## src/rtl/useq_pkg.sv

```systemverilog
// Shared definitions for the microprogram sequencer.
// Assumes the source-select encoding is fixed by the microcode format.
package useq_pkg;

    // Next-address source named by the microword
    typedef enum logic [1:0] {
        SRC_STEP = 2'b00,
        SRC_MAP  = 2'b01,
        SRC_EXT  = 2'b10,
        SRC_JUMP = 2'b11
    } src_e;

    // Positions of the condition enables in the microword
    localparam int COND_W    = 5;
    localparam int CI_ALWAYS = 0;
    localparam int CI_ZCLR   = 1;
    localparam int CI_ZSET   = 2;
    localparam int CI_NCLR   = 3;
    localparam int CI_NSET   = 4;

endpackage

```

## src/rtl/useq_cond_eval.sv

```systemverilog
// Condition evaluator: compares the microword's condition enables with the
// zero and sign flags and reports whether the selected source is to be taken.
// Assumes the flags are stable before the clock edge. Several enables are ORed.
module useq_cond_eval
    import useq_pkg::*;
(
    input  logic [COND_W-1:0] cond_i,
    input  logic              zero_i,
    input  logic              sign_i,
    output logic              take_o
);

    logic [COND_W-1:0] test_true;

    // Form the outcome of every individual test
    always_comb begin
        test_true            = '0;
        test_true[CI_ALWAYS] = 1'b1;
        test_true[CI_ZCLR]   = ~zero_i;
        test_true[CI_ZSET]   = zero_i;
        test_true[CI_NCLR]   = ~sign_i;
        test_true[CI_NSET]   = sign_i;
    end

    // Taken when any enabled test is true
    always_comb begin
        take_o = |(cond_i & test_true);
    end

endmodule

```

## src/rtl/useq_next_mux.sv

```systemverilog
// Source selector: picks the next micro-address from four candidates.
// Assumes the step address is always the fallback: select 00 or a failed
// condition yields it.
module useq_next_mux
    import useq_pkg::*;
#(
    parameter int AW = 9
) (
    input  src_e          sel_i,
    input  logic          take_i,
    input  logic [AW-1:0] step_addr_i,
    input  logic [AW-1:0] map_addr_i,
    input  logic [AW-1:0] ext_addr_i,
    input  logic [AW-1:0] br_addr_i,
    output logic [AW-1:0] next_addr_o
);

    localparam int NSRC = 4;

    logic [AW-1:0] cand [NSRC];

    // Gather candidates in the order of the source code
    always_comb begin
        cand[SRC_STEP] = step_addr_i;
        cand[SRC_MAP]  = map_addr_i;
        cand[SRC_EXT]  = ext_addr_i;
        cand[SRC_JUMP] = br_addr_i;
    end

    // Use the named candidate only when the condition holds
    always_comb begin
        if (take_i) begin
            next_addr_o = cand[sel_i];
        end else begin
            next_addr_o = step_addr_i;
        end
    end

endmodule

```

## src/rtl/useq_addr_reg.sv

```systemverilog
// Micro-address register with incrementer. Reset loads the external address.
// Assumes the incrementer wraps modulo 2**AW.
module useq_addr_reg #(
    parameter int AW = 9
) (
    input  logic          clk,
    input  logic          rst_n,
    input  logic [AW-1:0] ext_addr_i,
    input  logic [AW-1:0] next_addr_i,
    output logic [AW-1:0] uaddr_o,
    output logic [AW-1:0] step_addr_o
);

    // Hold the current micro-address
    always_ff @(posedge clk) begin
        if (!rst_n) begin
            uaddr_o <= ext_addr_i;
        end else begin
            uaddr_o <= next_addr_i;
        end
    end

    // Sequential successor with wrap-around
    always_comb begin
        step_addr_o = uaddr_o + AW'(1);
    end

endmodule

```

## src/rtl/useq_sequencer.sv

```systemverilog
// Top of the microprogram sequencer. Chooses the next micro-address from
// step / mapped / external / jump sources, qualified by flag conditions.
// Assumes the control store and opcode map are external; control bits pass
// through unchanged.
module useq_sequencer
    import useq_pkg::*;
#(
    parameter int AW = 9,
    parameter int CW = 16
) (
    input  logic              clk,
    input  logic              rst_n,
    input  logic [1:0]        sel_i,
    input  logic [COND_W-1:0] cond_i,
    input  logic              zero_i,
    input  logic              sign_i,
    input  logic [AW-1:0]     br_addr_i,
    input  logic [AW-1:0]     map_addr_i,
    input  logic [AW-1:0]     ext_addr_i,
    input  logic [CW-1:0]     ctrl_i,
    output logic [AW-1:0]     uaddr_o,
    output logic [CW-1:0]     ctrl_o
);

    logic          take;
    logic          take_qual;
    logic [AW-1:0] step_addr;
    logic [AW-1:0] next_addr;
    src_e          sel;

    // Decode the raw select field
    always_comb begin
        sel       = src_e'(sel_i);
        take_qual = take && (sel != SRC_STEP);
    end

    useq_cond_eval u_cond (
        .cond_i (cond_i),
        .zero_i (zero_i),
        .sign_i (sign_i),
        .take_o (take)
    );

    useq_next_mux #(.AW(AW)) u_mux (
        .sel_i       (sel),
        .take_i      (take_qual),
        .step_addr_i (step_addr),
        .map_addr_i  (map_addr_i),
        .ext_addr_i  (ext_addr_i),
        .br_addr_i   (br_addr_i),
        .next_addr_o (next_addr)
    );

    useq_addr_reg #(.AW(AW)) u_reg (
        .clk         (clk),
        .rst_n       (rst_n),
        .ext_addr_i  (ext_addr_i),
        .next_addr_i (next_addr),
        .uaddr_o     (uaddr_o),
        .step_addr_o (step_addr)
    );

    // Datapath control bits are not touched
    always_comb begin
        ctrl_o = ctrl_i;
    end

endmodule

```

## config.mk

```make
export PLATFORM = sky130hd
export DESIGN_NAME = useq_sequencer
export DESIGN_NICKNAME = d
export VERILOG_FILES = /design/src/rtl/useq_pkg.sv /design/src/rtl/useq_cond_eval.sv /design/src/rtl/useq_next_mux.sv /design/src/rtl/useq_addr_reg.sv /design/src/rtl/useq_sequencer.sv
export SDC_FILE = /design/constraint.sdc
export NUM_CORES = 1
export LEC_CHECK = 0
export BUFFER_PORTS_ARGS = -buffer_cell sky130_fd_sc_hd__clkbuf_2
export CORE_ASPECT_RATIO = 1.2
export CORE_MARGIN = 2
export CORE_UTILIZATION = 35
export DETAILED_ROUTE_END_ITERATION = 8
export PLACE_DENSITY = 0.86
export RECOVER_POWER = 100
export SLEW_MARGIN = 20
export SYNTH_ARGS = -nofsm -noshare
export SYNTH_HDL_FRONTEND = slang
export SYNTH_SLANG_ARGS = --single-unit
```

## constraint.sdc

```tcl
create_clock -name clk -period 1.55 [get_ports clk]
set_clock_uncertainty 0.15 [all_clocks]
set_input_delay 0.0775 -clock clk [delete_from_list [all_inputs] [get_ports clk]]
set_output_delay 0.0775 -clock clk [all_outputs]
set_load 0.01 [all_outputs]
```

; ---- Word-level counts from Yosys, hierarchy flattened
; Index checks and enable logic that the tools add are counted.
[totals]
register_bits = 9
latch_bits = 0
ram_bits = 0
mem_bits_ro = 0
in_bits = 54
word_cells = 15
mem_count = 0
[op_classes]
add_sub_neg = 1
n_mul = 0
div = 0
n_lt_le_gt_ge = 1
n_eq_ne = 0
n_shift = 0
n_mux = 5
n_bitwise = 4
reduce_logical = 3
[op_table]
columns = operator, count
row1 = $mux W9, 4
row2 = $bmux W9 S2, 1
row3 = $add A9 B1 Y9 const B, 1
row4 = $and A5 B5 Y5, 1
row5 = $reduce_or A5 Y1, 1
row6 = $ge A3 B3 Y1 const B, 1
row7 = $not A2 Y3, 1
row8 = $not A1 Y1, 2
row9 = $reduce_bool A2 Y1, 1
row10 = $logic_and A1 B1 Y1, 1

; ---- Depth between registers and ports, before layout
[depth]
word_depth = 6
ltp_mapped = 5
depth_no_buf = 5

; ---- Hierarchy
; A second synthesis with hierarchy kept.
[unflattened]
cells_unflattened = 111
hier_area_um2 = 955.9
[by_module_without_submodules]
columns = module, instances, cells_per_inst, area_each_um2
row1 = useq_addr_reg, 1, 38, 419.2
row2 = useq_next_mux, 1, 53, 381.6
row3 = useq_sequencer, 1, 17, 127.6
row4 = useq_cond_eval, 1, 3, 27.5

; ---- Worst setup path before layout
; Ideal clock, no wire load.
[synth_path]
path_kind = register to register
startpoint = register u_reg.uaddr_o[0]
endpoint = register u_reg.uaddr_o[8]
setup_ns = 0.126
arrival_ns = 1.161
t_required_ns = 1.274
path_slack_ns = 0.113
stages_incl_launch_ff = 6
n_path_buf = 0
period_less_slack_ns = 1.437
cell_sequence = dfxtp_1 ha_1 nand3_1 o21a_1 nor3_1 o31ai_1
[synth_via]
elab_chain_len = 6
[synth_rtl]
columns = item, line
row1 = "start, declared", useq_addr_reg.sv:10  ; output logic [AW-1:0] uaddr_o,
row2 = "start signal, assigned", useq_addr_reg.sv:17  ; uaddr_o <= ext_addr_i;
row3 = "start signal, assigned", useq_addr_reg.sv:19  ; uaddr_o <= next_addr_i;
row4 = $add A9 B1 Y9 (*), useq_addr_reg.sv:25  ; step_addr_o = uaddr_o + AW'(1);
row5 = $bmux W9 S2, useq_next_mux.sv:33  ; next_addr_o = cand[sel_i];
row6 = $mux W9 (implied by the code) (2 in series), useq_next_mux.sv:33
row7 = $mux W9 (*), useq_next_mux.sv:32  ; if (take_i) begin
row8 = $mux W9 (*), useq_addr_reg.sv:16  ; if (!rst_n) begin
; Every way passes the cells marked *; elsewhere a longest branch is shown, timed or not. The select of a mux whose other input is x is not followed.

; ---- Worst setup path after layout
[layout_path]
startpoint = register u_reg.uaddr_o[0]
endpoint = register u_reg.uaddr_o[4]
; The elaborated chain is that of the path after synthesis.

==> qor.yml <==
critical_path:
  cp_top_family: "compound AO/OA/AOI/OAI gates"
  ff2ff_path_depth: 4
  cp.arrival_ns: 1.43
  critPathRequiredTime_ns: 1.53
  r2r-end: "u_reg.uaddr_o[4]$_DFF_P_"
  slowest_stage: "o311ai_0"
  rr_startpoint: "u_reg.uaddr_o[0]$_DFF_P_"
  start_kind: "register"
  end_kind: "register"
  worst-r2r-setup-slack_ns: 0.10
  crit_path_cell_trace: "ha_1 -> nand3_1 -> xor2_1 -> o311ai_0"
  crit_type: "reg -> reg"
  crit_path_max_incr_delay_ns: 0.33
  path_buf_inv: 0
  cp_max_fo: 4
final_layout:
  final_common_cell: "clkbuf_2"
  area_growth_pct: 29.9
  layout-drive-gt1-share_pct: 36.4
  antenna_cells: 0
  multi_input_area_sq_um: 546
  seqCellArea_sq_um: 180
  largest_reg_flops: 9
  largest-register: "u_reg.uaddr_o"
  fillers: 238
  reg_top3: "u_reg.uaddr_o: 9 flops"
  final_cell_mix: "clkbuf_2, nand2_1, clkbuf_1"
  fin_nets: 210
  stdcell_area_sq_mm: 0.00115
power:
  pwr_density_cell_mw_per_mm2: 666
  power_mw: 0.764
  power_leakage_nw: 0.524
  irDropWorstVdd_v: 0.000296
global_route:
  grt_max_degree: 18
  grt_overflow: 0
  antenna_found_initial: 0
  grt_pass1_vias: 962
  grt_pass1_wl_um: 3750
  grt_usage_pct: 16.2
clock_tree:
  cts.sink_count: 9
  cts_tree: "yes"
  cts_made_buffers: 3
  cts_max_level: 1
  clk_latency_ns: 0.25
  cts_root_buffer: "clkbuf_4"
  cts.clk_slew.worst_paths_ns: 0.05
  clk_path_buf_depth: 2
drt:
  post_drt_wl_per_cell_um: 12.3
  dr_total_vias: 943
  drt-initial-drc-count: 25
  ant_nets: 0
  first_pass_iters: 4
  viasPerCell: 5.10
  drc: 0
  wl_um: 2280
die:
  ioPinCount: 79
  fp.coreArea_sq_mm: 0.00235
  num_rows: 19
  start_util_pct: 37.5
  fp.dieW_um: 49.9
  die-area_sq_mm: 0.00294
  die_h_um: 59.0
synth:
  ys_warn_count: 0
  ys_seq_elements: 9
  syn_area_sq_um: 883
  avgSynthCellArea_sq_um: 8.03
  syn_inst: 110
  syn-num-nets: 165
  synth_seq_area_share_pct: 20.4
  ys_types: 29
sta:
  tns_ns: 0
  layout_min_cycle_time_ns: 1.45
  worst_slew_pin_slew_ns: 0.441
  drv_slew: 0
  period_share_pct: 93.3
  max-slew-margin-rel_pct: 70.4
  holdWs_ns: 0.00500
  finalHoldViolations: 0
  max_freq_mhz: 691
  setup_viol: 0
  rsz0062_at_grt: "false"
job:
  drv_cap: 0
hold_path:
  hp-class: "in -> out"
  min-delay-start: "ctrl_i[11]"
  holdPathEnd: "ctrl_o[11]"
  hold_depth: 0
place:
  place_area_sq_mm: 0.00105
  routabilityCongestion: 0.840
  portBuffers: 46
  hpwl_um: 1840
status:
  outcome: "complete, no violations"
kinds of logic after synthesis:
group | Yosys count | synth area share [%]
AO/OA/AOI/OAI | 24 | 23.8
XOR/XNOR | 3 | 2.98
adder cells (fa/ha/maj) | 1 | 1.42
buffers and inverters | 23 | 17.6
flip-flops | 9 | 20.4
multiplexers | 11 | 13.2
AND/OR/NAND/NOR | 39 | 20.7
worst reg2reg max path: stages (launching register included):
cell,delay (ns)
dfxtp_1,0.32
ha_1,0.24
nand3_1,0.11
xor2_1,0.17
o311ai_0,0.33
synth_stat cells:
cell type	number	area share, %
buf_4	16	14
nand2_1	15	6.4
dfxtp_1	9	20
mux2i_1	9	10
nor3_1	9	5.1
nand3_1	8	4.5
a21oi_1	5	2.8
o21a_1	4	3.4
o31ai_1	4	3.4
or2_2	4	2.8
a2bb2oi_1	3	3.0
clkbuf_1	3	1.3
inv_1	2	0.85
o311ai_1	2	2.0
o311ai_2	2	3.7
xor2_1	2	2.0
a31o_2	1	0.99
buf_2	1	0.57
buf_6	1	1.3
ha_1	1	1.4
mux2_2	1	1.3
mux2_4	1	1.7
nand2b_1	1	0.71
nand4_1	1	0.71
nor2_1	1	0.42
o2111ai_1	1	0.99
o2bb2ai_1	1	0.99
o32a_4	1	2.5
xnor2_1	1	0.99
metal layers:
layer  routed length [um]  share of wire (%)  track usage, %  up-vias
met5                    0                  0               0        -
met4                   42                1.8            11.9        0
met3                  197                8.6            2.27       10
met2                 1210                 53            31.0       48
met1                  824                 36            15.8      409
li1                     -                  -               -      476
worst max path at each step:
stage	start	endpoint	slack (ns)	cells after the start
floorplan	u_reg.uaddr_o[0]$_DFF_P_	u_reg.uaddr_o[8]$_DFF_P_	0.11	5
global placement	sign_i	u_reg.uaddr_o[8]$_DFF_P_	0.08	5
detailed placement	sign_i	u_reg.uaddr_o[5]$_DFF_P_	0.04	5
CTS	u_reg.uaddr_o[3]$_DFF_P_	u_reg.uaddr_o[7]$_DFF_P_	0.1	4
global route	u_reg.uaddr_o[3]$_DFF_P_	u_reg.uaddr_o[6]$_DFF_P_	0.02	4
finish	u_reg.uaddr_o[0]$_DFF_P_	u_reg.uaddr_o[4]$_DFF_P_	0.10	4
power by group:
group	switching, mW	internal [mW]	total, mW
Combinational	0.151	0.154	0.305
Clock	0.0742	0.0987	0.173
Sequential	0.0252	0.261	0.286
through the flow:
| stage | utilization (%) | setup WS [ns] | std cells |
|---|---|---|---|
| final | 48.8 | 0.103 | 185 |
| after global routing | 48.8 | 0.0223 | 185 |
| after CTS | 49.5 | 0.0966 | 185 |
| after detailed placement | 44.6 | 0.0377 | 172 |
| after global placement | 44.6 | 0.0814 | 172 |
| after floorplan | - | 0.113 | 110 |
cell type report:
class / instances / area share [%]
tap: 31 / 3.38
clock buffer: 4 / 2.29
sequential: 9 / 15.7
timing repair buffer: 61 / 30.4
inverter: 2 / 0.654
multi-input combinational: 78 / 47.5
what timing repair did:
item | in CTS | in global routing
hold buffers | 9 | 0
setup buffers | 0 | 0
gates resized for setup | 0 | 1
setup endpoints to repair | 0 | 1
hold endpoints to repair | 9 | 0
(Power assumes the default switching activity.)
